**src/rtl/roce_rx_pkg.sv**
```systemverilog
package roce_rx_pkg;

  localparam int CNT_W = 6;

  localparam logic [15:0] ETYPE_VLAN = 16'h8100;
  localparam logic [15:0] ETYPE_IP4  = 16'h0800;
  localparam logic [15:0] ETYPE_IP6  = 16'h86DD;
  localparam logic [7:0]  IP4_VIHL   = 8'h45;
  localparam logic [7:0]  PROTO_UDP  = 8'd17;
  localparam logic [7:0]  OP_RD_REQ  = 8'h0C;
  localparam logic [7:0]  OP_ACK     = 8'h11;

  localparam int LEN_ETH  = 14;
  localparam int LEN_VLAN = 4;
  localparam int LEN_IP4  = 20;
  localparam int LEN_IP6  = 40;
  localparam int LEN_UDP  = 8;
  localparam int LEN_BTH  = 12;
  localparam int LEN_RETH = 16;
  localparam int LEN_AETH = 4;

  typedef enum logic [3:0] {
    S_ETH, S_VLAN, S_IP4, S_IP6, S_UDP, S_BTH, S_RETH, S_AETH, S_PAY, S_DRAIN
  } walk_st_t;

  function automatic logic [CNT_W-1:0] hdr_final(input walk_st_t s);
    case (s)
      S_ETH:   hdr_final = CNT_W'(LEN_ETH - 1);
      S_VLAN:  hdr_final = CNT_W'(LEN_VLAN - 1);
      S_IP4:   hdr_final = CNT_W'(LEN_IP4 - 1);
      S_IP6:   hdr_final = CNT_W'(LEN_IP6 - 1);
      S_UDP:   hdr_final = CNT_W'(LEN_UDP - 1);
      S_BTH:   hdr_final = CNT_W'(LEN_BTH - 1);
      S_RETH:  hdr_final = CNT_W'(LEN_RETH - 1);
      S_AETH:  hdr_final = CNT_W'(LEN_AETH - 1);
      default: hdr_final = '1;
    endcase
  endfunction

endpackage

```
**src/rtl/roce_rx_walk.sv**
```systemverilog
module roce_rx_walk
  import roce_rx_pkg::*;
#(
  parameter logic [15:0] UDP_PORT = 16'd4791
) (
  input  logic             clk,
  input  logic             rst,
  input  logic             beat,
  input  logic [7:0]       din,
  input  logic             dlast,
  input  logic             pay_room,
  output walk_st_t         st_o,
  output logic [CNT_W-1:0] cnt_o,
  output logic             ready_o,
  output logic             rec_o,
  output logic             bad_o
);

  walk_st_t         st, nxt;
  logic [CNT_W-1:0] cnt;
  logic [7:0]       prev_q;
  logic [7:0]       op_q;
  logic             restart;
  logic             done;
  logic             at_end;
  logic [15:0]      w16;

  assign w16     = {prev_q, din};
  assign at_end  = (cnt == hdr_final(st));
  assign ready_o = (st == S_PAY) ? pay_room : 1'b1;
  assign st_o    = st;
  assign cnt_o   = cnt;

  always_comb begin
    nxt     = st;
    restart = 1'b0;
    done    = 1'b0;
    case (st)
      S_ETH: if (at_end) begin
        restart = 1'b1;
        case (w16)
          ETYPE_VLAN: nxt = S_VLAN;
          ETYPE_IP4:  nxt = S_IP4;
          ETYPE_IP6:  nxt = S_IP6;
          default:    nxt = S_DRAIN;
        endcase
      end
      S_VLAN: if (at_end) begin
        restart = 1'b1;
        case (w16)
          ETYPE_IP4: nxt = S_IP4;
          ETYPE_IP6: nxt = S_IP6;
          default:   nxt = S_DRAIN;
        endcase
      end
      S_IP4: begin
        if ((cnt == 0 && din != IP4_VIHL) || (cnt == 9 && din != PROTO_UDP)) begin
          restart = 1'b1;
          nxt     = S_DRAIN;
        end else if (at_end) begin
          restart = 1'b1;
          nxt     = S_UDP;
        end
      end
      S_IP6: begin
        if ((cnt == 0 && din[7:4] != 4'd6) || (cnt == 6 && din != PROTO_UDP)) begin
          restart = 1'b1;
          nxt     = S_DRAIN;
        end else if (at_end) begin
          restart = 1'b1;
          nxt     = S_UDP;
        end
      end
      S_UDP: begin
        if (cnt == 3 && w16 != UDP_PORT) begin
          restart = 1'b1;
          nxt     = S_DRAIN;
        end else if (at_end) begin
          restart = 1'b1;
          nxt     = S_BTH;
        end
      end
      S_BTH: if (at_end) begin
        restart = 1'b1;
        if (op_q == OP_RD_REQ)   nxt = S_RETH;
        else if (op_q == OP_ACK) nxt = S_AETH;
        else begin
          done = 1'b1;
          nxt  = S_PAY;
        end
      end
      S_RETH, S_AETH: if (at_end) begin
        restart = 1'b1;
        done    = 1'b1;
        nxt     = S_PAY;
      end
      default: ;
    endcase
    if (dlast) begin
      restart = 1'b1;
      nxt     = S_ETH;
    end
  end

  always_ff @(posedge clk) begin
    if (rst) begin
      st     <= S_ETH;
      cnt    <= '0;
      prev_q <= '0;
      op_q   <= '0;
      rec_o  <= 1'b0;
      bad_o  <= 1'b0;
    end else begin
      rec_o <= beat && done;
      bad_o <= beat && dlast && !done && (st != S_PAY);
      if (beat) begin
        st     <= nxt;
        cnt    <= restart ? '0 : cnt + 1'b1;
        prev_q <= din;
        if (st == S_BTH && cnt == 0) op_q <= din;
      end
    end
  end

endmodule

```
**src/rtl/roce_rx_fields.sv**
```systemverilog
module roce_rx_fields
  import roce_rx_pkg::*;
(
  input  logic             clk,
  input  logic             rst,
  input  logic             beat,
  input  logic [7:0]       din,
  input  walk_st_t         st,
  input  logic [CNT_W-1:0] cnt,
  output logic [7:0]       opcode,
  output logic [23:0]      dest_qp,
  output logic [23:0]      psn,
  output logic             vlan,
  output logic             ipv6,
  output logic             has_reth,
  output logic [63:0]      vaddr,
  output logic [31:0]      rkey,
  output logic [31:0]      dma_len,
  output logic             has_aeth,
  output logic [7:0]       syndrome,
  output logic [23:0]      msn
);

  logic [55:0] win_q;

  always_ff @(posedge clk) begin
    if (rst) begin
      win_q    <= '0;
      opcode   <= '0;
      dest_qp  <= '0;
      psn      <= '0;
      vlan     <= 1'b0;
      ipv6     <= 1'b0;
      has_reth <= 1'b0;
      vaddr    <= '0;
      rkey     <= '0;
      dma_len  <= '0;
      has_aeth <= 1'b0;
      syndrome <= '0;
      msn      <= '0;
    end else if (beat) begin
      win_q <= {win_q[47:0], din};
      case (st)
        S_ETH: if (cnt == 0) begin
          vlan <= 1'b0;
          ipv6 <= 1'b0;
        end
        S_VLAN: vlan <= 1'b1;
        S_IP6:  ipv6 <= 1'b1;
        S_BTH: begin
          if (cnt == 0) begin
            opcode   <= din;
            has_reth <= 1'b0;
            has_aeth <= 1'b0;
            vaddr    <= '0;
            rkey     <= '0;
            dma_len  <= '0;
            syndrome <= '0;
            msn      <= '0;
          end
          if (cnt == 7)  dest_qp <= {win_q[15:0], din};
          if (cnt == 11) psn     <= {win_q[15:0], din};
        end
        S_RETH: begin
          has_reth <= 1'b1;
          if (cnt == 7)  vaddr   <= {win_q, din};
          if (cnt == 11) rkey    <= {win_q[23:0], din};
          if (cnt == 15) dma_len <= {win_q[23:0], din};
        end
        S_AETH: begin
          has_aeth <= 1'b1;
          if (cnt == 0) syndrome <= din;
          if (cnt == 3) msn      <= {win_q[15:0], din};
        end
        default: ;
      endcase
    end
  end

endmodule

```
**src/rtl/roce_rx_outq.sv**
```systemverilog
module roce_rx_outq #(
  parameter int DW = 8
) (
  input  logic          clk,
  input  logic          rst,
  input  logic          load,
  input  logic [DW-1:0] din,
  input  logic          dlast,
  output logic          room,
  output logic [DW-1:0] o_data,
  output logic          o_valid,
  output logic          o_last,
  input  logic          o_ready
);

  assign room = !o_valid || o_ready;

  always_ff @(posedge clk) begin
    if (rst) begin
      o_valid <= 1'b0;
      o_data  <= '0;
      o_last  <= 1'b0;
    end else if (load) begin
      o_valid <= 1'b1;
      o_data  <= din;
      o_last  <= dlast;
    end else if (o_ready) begin
      o_valid <= 1'b0;
    end
  end

endmodule

```
**src/rtl/roce_rx_parser.sv**
```systemverilog
module roce_rx_parser
  import roce_rx_pkg::*;
#(
  parameter logic [15:0] UDP_PORT = 16'd4791
) (
  input  logic        clk,
  input  logic        rst,
  input  logic [7:0]  s_tdata,
  input  logic        s_tvalid,
  output logic        s_tready,
  input  logic        s_tlast,
  output logic [7:0]  m_tdata,
  output logic        m_tvalid,
  input  logic        m_tready,
  output logic        m_tlast,
  output logic        rec_valid,
  output logic [7:0]  rec_opcode,
  output logic [23:0] rec_dest_qp,
  output logic [23:0] rec_psn,
  output logic        rec_vlan,
  output logic        rec_ipv6,
  output logic        rec_has_reth,
  output logic [63:0] rec_vaddr,
  output logic [31:0] rec_rkey,
  output logic [31:0] rec_dma_len,
  output logic        rec_has_aeth,
  output logic [7:0]  rec_syndrome,
  output logic [23:0] rec_msn,
  output logic        not_roce
);

  walk_st_t         walk_st;
  logic [CNT_W-1:0] walk_cnt;
  logic             beat;
  logic             pay_room;
  logic             pay_load;

  assign beat     = s_tvalid && s_tready;
  assign pay_load = beat && (walk_st == S_PAY);

  roce_rx_walk #(.UDP_PORT(UDP_PORT)) u_walk (
    .clk      (clk),
    .rst      (rst),
    .beat     (beat),
    .din      (s_tdata),
    .dlast    (s_tlast),
    .pay_room (pay_room),
    .st_o     (walk_st),
    .cnt_o    (walk_cnt),
    .ready_o  (s_tready),
    .rec_o    (rec_valid),
    .bad_o    (not_roce)
  );

  roce_rx_fields u_fields (
    .clk      (clk),
    .rst      (rst),
    .beat     (beat),
    .din      (s_tdata),
    .st       (walk_st),
    .cnt      (walk_cnt),
    .opcode   (rec_opcode),
    .dest_qp  (rec_dest_qp),
    .psn      (rec_psn),
    .vlan     (rec_vlan),
    .ipv6     (rec_ipv6),
    .has_reth (rec_has_reth),
    .vaddr    (rec_vaddr),
    .rkey     (rec_rkey),
    .dma_len  (rec_dma_len),
    .has_aeth (rec_has_aeth),
    .syndrome (rec_syndrome),
    .msn      (rec_msn)
  );

  roce_rx_outq #(.DW(8)) u_outq (
    .clk     (clk),
    .rst     (rst),
    .load    (pay_load),
    .din     (s_tdata),
    .dlast   (s_tlast),
    .room    (pay_room),
    .o_data  (m_tdata),
    .o_valid (m_tvalid),
    .o_last  (m_tlast),
    .o_ready (m_tready)
  );

endmodule

```
**config.mk**
```make
export PLATFORM = sky130hd
export DESIGN_NAME = roce_rx_parser
export DESIGN_NICKNAME = d
export VERILOG_FILES = /design/src/rtl/roce_rx_pkg.sv /design/src/rtl/roce_rx_walk.sv /design/src/rtl/roce_rx_fields.sv /design/src/rtl/roce_rx_outq.sv /design/src/rtl/roce_rx_parser.sv
export SDC_FILE = /design/constraint.sdc
export NUM_CORES = 1
export LEC_CHECK = 0
export ABC_AREA = 1
export BUFFER_PORTS_ARGS = -buffer_cell sky130_fd_sc_hd__buf_2
export CAP_MARGIN = 30
export CORE_MARGIN = 1.5
export CORE_UTILIZATION = 41
export DETAILED_ROUTE_END_ITERATION = 8
export PLACE_DENSITY = 0.66
export SYNTH_ARGS = -nofsm -noshare
export SYNTH_HDL_FRONTEND = slang
export SYNTH_SLANG_ARGS = --single-unit
```
**constraint.sdc**
```tcl
create_clock -name clk -period 2.1 [get_ports clk]
set_input_delay 0.21 -clock clk [delete_from_list [all_inputs] [get_ports clk]]
set_output_delay 0.21 -clock clk [all_outputs]
set_load 0.02 [all_outputs]
```
==> results of run 1 <==
cells by family after synthesis:
group | count (synthesis)
xor gates and xnor gates | 1
adders and majority gates | 5
DFF | 311
buffers and inverters | 180
AOI/OAI and AO/OA | 408
and+or+nand+nor | 680
repair_timing:
item | CTS | global route
hold buffers | 1 | 0
resized for setup | 18 | 88
setup endpoints to repair | 19 | 140
pin swaps | 2 | 13
setup buffers | 0 | 5
hold endpoints to repair | 1 | 0
critical path, cell delays in order, from the launching register on:
cell     delay, ns
dfxtp_4       0.37
buf_6         0.11
ha_4          0.13
nand2_2       0.05
nor2_2        0.10
nand2_1       0.08
nand2_1       0.08
nand2_2       0.08
buf_6         0.13
nand2_2       0.05
nor2_2        0.06
o21ai_2       0.17
nand2_2       0.10
ha_4          0.29
inv_1         0.04
nand2_1       0.05
nand2_1       0.05
flip-flops by register name (all words and copies together), names as in the netlist, 4 cells and up, named ones only:
register	cells
u_fields.opcode	8
u_outq.o_data	8
u_walk.op_q	8
u_fields.psn	24
u_fields.msn	24
u_fields.win_q	56
u_fields.rkey	32
u_fields.vaddr	64
u_fields.syndrome	8
u_fields.dma_len	32
u_walk.st_o	4
u_walk.cnt_o	6
u_fields.dest_qp	24
per-layer routing:
layer  vias to the layer above  part of all wire  global-route usage
li1                       5727                 -                   -
met1                      5454              0.44               0.334
met2                       372              0.47               0.414
met3                        76             0.059              0.0435
met4                         0             0.030              0.0841
met5                         -                 0                   0
layout by cell type, fill, tap and decap left out, drive strengths merged:
cell,count
a21oi,203
a41oi,1
buf,356
bufinv,5
clkbuf,44
clkinv,5
clkinvlp,3
dfxtp,311
dlygate4sd3,1
ha,5
inv,88
nand2,316
nand3,38
nand4,5
nor2,311
nor3,10
o211ai,1
o21ai,200
o22ai,2
o31ai,1
xnor2,1
per-stage QoR:
step | area [um2] | setup TNS (ns)
after global placement | 14000 | -0.381
after CTS | 15200 | -0.0358
after floorplan | 11800 | 0
after global routing | 15500 | -0.100
after detailed placement | 14000 | -0.319
final | 15500 | 0
worst paths after layout:
check	to	slack, ns	cells after the start	start
worst max-delay path	flop	0.08	16	u_walk.cnt_o[0]
worst min-delay path	u_fields.win_q[0]	0.09	3	s_tdata[0]
worst max register to register	flop	0.08	16	u_walk.cnt_o[0]
worst min register to register	u_fields.vaddr[3]	0.46	2	u_fields.vaddr[3]
area by class of cell:
class                   count  area, um2
multi-input cells        1094       5060
inverters                  86        339
flip-flops and latches    311       6250
clock inverters            15        230
clock buffers              44        938
well taps                 378        473
fillers                  2756      12600
repair buffers            357       2240
power groups by stage:
stage	Clock, mW	Combinational [mW]	Sequential, mW
after floorplan	0	0.502	6.26
after global placement	0	0.892	6.25
after detailed placement	0	0.898	6.25
after CTS	6.35	0.910	6.12
after global routing	6.61	1.06	6.13
final	6.26	0.964	6.12
==> impl_metrics.env, run 1 <==
export IMPL_outcome="complete, no violations"
export IMPL_io_pins=246
export IMPL_first_global_vias=10700
export IMPL_die_width_um=173
export IMPL_wire_per_inst_um=17.1
export IMPL_post_route_min_period_ns=2.02
export IMPL_p_switching_mw=3.20
export IMPL_synth_compound_area_frac=0.174
export IMPL_yosysMostFrequentCell="dfxtp_1"
export IMPL_worstPathMaxFanout=3
export IMPL_rsz0062_at_grt="yes"
export IMPL_synth_edf_count=0
export IMPL_drive_above_1_share=0.272
export IMPL_period_share=0.963
export IMPL_gp_congestion=0.851
export IMPL_maxSlewHeadroom=0.625
export IMPL_yosysTopAreaCellShare=0.526
export IMPL_routed_wl_um=39100
export IMPL_ys_ff_latch=311
export IMPL_numCtsBuffers=34
export IMPL_synth_flop_cell="dfxtp_1"
export IMPL_drv_cap=0
export IMPL_internal_power_mw=10.2
export IMPL_viasPerCell=5.09
export IMPL_cellPowerDensity_nw_per_um2=860
export IMPL_setup_violations=0
export IMPL_post_synth_num_cell_types=31
export IMPL_critPathKind="reg -> reg"
export IMPL_cts_root_buf="clkbuf_16"
export IMPL_tightest_slew_ns=0.562
export IMPL_startpoint_type="flop"
export IMPL_arrival_ns=2.44
export IMPL_cts_htree_levels=2
export IMPL_end_kind="flop"
export IMPL_place_ws_ns=-0.161
export IMPL_row_count=61
export IMPL_drtIter0Drc=1012
export IMPL_total_power_mw=13.3
export IMPL_grt_pass1_wl_um=59600
export IMPL_area_growth_pct=31.3
export IMPL_ys_seq_area_frac=0.526
export IMPL_utilization=0.553
export IMPL_synth_common_cells="311 x dfxtp_1, 309 x nand2_1, 306 x nor2_1"
export IMPL_cts_tree="built"
export IMPL_cts_path_max_buffers=3
export IMPL_start_util=0.421
export IMPL_diodes=0
export IMPL_async_reset_ff_frac=0
export IMPL_hold_violations=0
export IMPL_gr_usage_all_layers=0.251
export IMPL_die_h_um=173
export IMPL_place_inst=2220
export IMPL_drc=0
export IMPL_static_leakage_power_nw=6.80
export IMPL_portBuffers=245
export IMPL_synth_simple_gate_area_share=0.228
export IMPL_grt_max_degree=112
export IMPL_fp_coreArea_um2=28100
export IMPL_power_frac_seq=0.459
export IMPL_hpwlAfterDp_um=27900
export IMPL_synth_top_family_by_area="simple AND/OR/NAND/NOR gates"
export IMPL_syn_inst=1585
export IMPL_synthAdderAreaFrac=0.00529
export IMPL_required_ns=2.52
export IMPL_final_max_slew_viol_count=0
export IMPL_dieArea_um2=29900
export IMPL_combPwrFrac=0.072
export IMPL_numClockSinks=311
export IMPL_setup_ws_ns=0.0773
export IMPL_clock_skew_ns=0.0231
export IMPL_nets=1902
export IMPL_syn_num_nets=1603
export IMPL_firstDrtPassIters=5
export IMPL_synthMuxAreaShare=0
export IMPL_ant_nets=0
export IMPL_p_clk_frac=0.469
export IMPL_yosysWarnings=0
export IMPL_dr_total_vias=11600
export IMPL_syn_area_per_cell_um2=7.46
export IMPL_hold_slack_ns=0.0862
export IMPL_stdcell_count=2285
export IMPL_swShare=0.239
export IMPL_synth_xor_area_share=0.000741
export IMPL_cts_reportedPaths_clkPinSlew_ns=0.06
export IMPL_synth_top_cell_by_area="dfxtp_1"
export IMPL_antenna_found_initial=0
export IMPL_fmax_mhz=494
export IMPL_grt_overflow_total=0
export IMPL_hp_class="in -> reg"
export IMPL_clock_latency_ns=0.52
export IMPL_synthTopCellsByArea="dfxtp_1 53%, nand2_1 9.8%, nor2_1 9.7%"
export IMPL_ir_drop_mv=0.582
export IMPL_synth_area_um2=11800
(Power assumes the default switching activity.)
==> inputs of run 2 (changes only) <==
--- a/config.mk
+++ b/config.mk
@@ -6,12 +6,12 @@
 export NUM_CORES = 1
 export LEC_CHECK = 0
 export ABC_AREA = 1
-export BUFFER_PORTS_ARGS = -buffer_cell sky130_fd_sc_hd__buf_2
 export CAP_MARGIN = 30
 export CORE_MARGIN = 1.5
 export CORE_UTILIZATION = 41
 export DETAILED_ROUTE_END_ITERATION = 8
-export PLACE_DENSITY = 0.66
+export DONT_BUFFER_PORTS = 1
+export PLACE_DENSITY = 0.58
 export SYNTH_ARGS = -nofsm -noshare
 export SYNTH_HDL_FRONTEND = slang
 export SYNTH_SLANG_ARGS = --single-unit
==> run 2 against run 1 <==
The run now ends with negative hold slack left; first-iteration DRC count fell by 21%; total power fell by 1.4%; utilization fell by 3.8 points; clock skew fell by 0.0084 ns; sequential share of layout area rose by 2.9 points; clock power fell by 2%; combinational power fell by 9.8%; final cell count fell by 10%; design area fell by 6.8%; non-clock buffer count fell by 234; via count fell by 8.3%; setup slack got worse by 0.032 ns; largest power group is now registers; highest routed layer unchanged.
==> impl_metrics.env, run 2 (same netlist as run 1, synthesis figures left out) <==
export IMPL_maxSlewHeadroom=0.706
export IMPL_outcome="finished with violations"
export IMPL_die_h_um=173
export IMPL_reg_top3="u_fields.vaddr (64), u_fields.win_q (56)"
export IMPL_numClockSinks=311
export IMPL_period_share=0.978
export IMPL_tightest_slew_ns=0.439
export IMPL_final_common_cell="dfxtp_1"
export IMPL_max_stage_delay_ns=0.32
export IMPL_arrival_ns=2.44
export IMPL_cp_num_cells=13
export IMPL_die_width_um=173
export IMPL_fp_coreArea_um2=28100
export IMPL_end_kind="flop"
export IMPL_worstPathMaxFanout=15
export IMPL_antenna_found_initial=0
export IMPL_drtIter0Drc=795
export IMPL_clock_skew_ns=0.0147
export IMPL_static_leakage_power_nw=5.59
export IMPL_diodes=0
export IMPL_cts_reportedPaths_clkPinSlew_ns=0.06
export IMPL_place_inst=1967
export IMPL_cts_root_buf="clkbuf_16"
export IMPL_cpMaxStageDelayCell="dfxtp_2"
export IMPL_largest_reg_flops=64
export IMPL_cpLargestDelayFamily="simple AND/OR/NAND/NOR gates"
export IMPL_row_count=61
export IMPL_setup_violations=0
export IMPL_utilization=0.515
export IMPL_critPathKind="reg -> reg"
export IMPL_wire_per_inst_um=19.0
export IMPL_hpwlAfterDp_um=26700
export IMPL_post_route_min_period_ns=2.05
export IMPL_grt_overflow_total=0
export IMPL_hold_violations=111
export IMPL_violations="negative hold slack"
export IMPL_drive_above_1_share=0.148
export IMPL_start_util=0.421
export IMPL_nets=1669
export IMPL_crit_buf_inv=3
export IMPL_dieArea_um2=29900
export IMPL_io_pins=246
export IMPL_final_max_slew_viol_count=0
export IMPL_gp_congestion=0.937
export IMPL_drv_cap=0
export IMPL_startpoint_type="flop"
export IMPL_grt_max_degree=113
export IMPL_rr_worst_depth=13
export IMPL_cts_tree="built"
export IMPL_required_ns=2.49
export IMPL_dr_total_vias=10700
export IMPL_regMostFlops="u_fields.vaddr"
export IMPL_grt_pass1_wl_um=59000
export IMPL_viasPerCell=5.20
export IMPL_cellPowerDensity_nw_per_um2=910
export IMPL_reg2reg_slack_ns=0.05
export IMPL_hp_class="in -> reg"
export IMPL_cts_path_max_buffers=3
export IMPL_drc=0
export IMPL_numCtsBuffers=35
export IMPL_stdcell_count=2050
export IMPL_routed_wl_um=39000
export IMPL_final_cell_mix="303 x dfxtp_1, 298 x nand2_1, 289 x nor2_1, 201 x a21oi_1, 190 x o21ai_0"
export IMPL_ir_drop_mv=0.679
export IMPL_critPathLaunch="u_walk.st_o[3]"
export IMPL_hold_slack_ns=-0.225
export IMPL_gr_usage_all_layers=0.249
export IMPL_clock_latency_ns=0.50
export IMPL_cts_hold_buf=13
export IMPL_setup_tns_final_ns=0
export IMPL_rsz0062_at_grt="yes"
export IMPL_first_global_vias=9937
export IMPL_area_growth_pct=22.3
export IMPL_portBuffers=0
export IMPL_ant_nets=0
export IMPL_fmax_mhz=487
export IMPL_cts_htree_levels=2
export IMPL_firstDrtPassIters=5
export IMPL_crit_path_cell_trace="buf_12, inv_6, nor2_4, nand3_2, nand2_4, a21oi_2, nand3_2, o21ai_2, nand2_2, ha_4, inv_1, nand2_1, nand2_1"
export IMPL_total_power_mw=13.2
export IMPL_r2r_start="u_walk.st_o[3]"
-- run 2: changes by cell type in the layout (fill, tap and decap cells not counted), sizes merged, moves of 2 or more --
cell | previous run | this run
buf | 356 | 108
dlygate4sd3 | 1 | 10
clkbuf | 44 | 52
clkinvlp | 3 | 0
dlymetal6s4s | 0 | 3
bufinv | 5 | 3
-- run 2: worst min path at each step --
stage	from	to	slack, ns	cells past startpoint
after floorplan	s_tlast	u_walk.bad_o	0.35	2
after global placement	rst	u_walk.op_q[6]	0.29	1
after detailed placement	rst	u_fields.opcode[7]	0.29	1
after CTS	rst	u_walk.op_q[2]	-0.24	1
after global routing	rst	u_walk.cnt_o[1]	-0.24	1
final	rst	u_walk.op_q[0]	-0.22	1
-- run 2: layout make-up --
| cell class | instances | area, um2 |
|---|---|---|
| Clock buffer | 50 | 1030 |
| Clock inverter | 8 | 126 |
| Timing Repair Buffer | 123 | 1240 |
| Fill cell | 2787 | 13600 |
| Sequential cell | 311 | 6240 |
| Multi-Input combinational cell | 1094 | 5010 |
| Inverter | 86 | 340 |
| Tap cell | 378 | 473 |
-- run 2: power by group --
part | switching, mW | leakage (nW) | internal, mW
clock | 2.34 | 0.573 | 3.78
sequential | 0.143 | 2.52 | 6.03
combinational | 0.539 | 2.49 | 0.330
-- run 2: what timing repair did --
action | 4_1_cts | 5_1_grt
setup buffers | 1 | 8
gates cloned | 0 | 3
endpoints found under the setup margin | 2 | 122
hold endpoints to repair | 133 | 111
resized for setup | 13 | 70
pin swaps | 1 | 14
-- run 2: worst reg2reg max path, delay by kind of cell (launching register included) --
family	cells	cell delay [ns]
AOI/OAI and AO/OA	2	0.50
adders and majority gates	1	0.28
buffers and inverters	3	0.27
DFF	1	0.32
and+or+nand+nor	7	0.59
-- run 2: routing by layer --
| layer | up-vias | share of wire | GRT usage |
|---|---|---|---|
| met2 | 363 | 0.47 | 0.416 |
| met5 | - | 0 | 0 |
| met1 | 4943 | 0.41 | 0.306 |
| li1 | 5273 | - | - |
| met4 | 0 | 0.037 | 0.0917 |
| met3 | 81 | 0.083 | 0.0712 |
-- run 2: metrics by stage --
step | instance area, um2 | worst slack [ns]
5_1_grt | 14500 | -0.0832
3_5_place_dp | 12800 | -0.120
3_3_place_gp | 12800 | -0.0866
6_report | 14500 | 0.0456
2_1_floorplan | 11800 | 0.0328
4_1_cts | 14100 | 0.0115
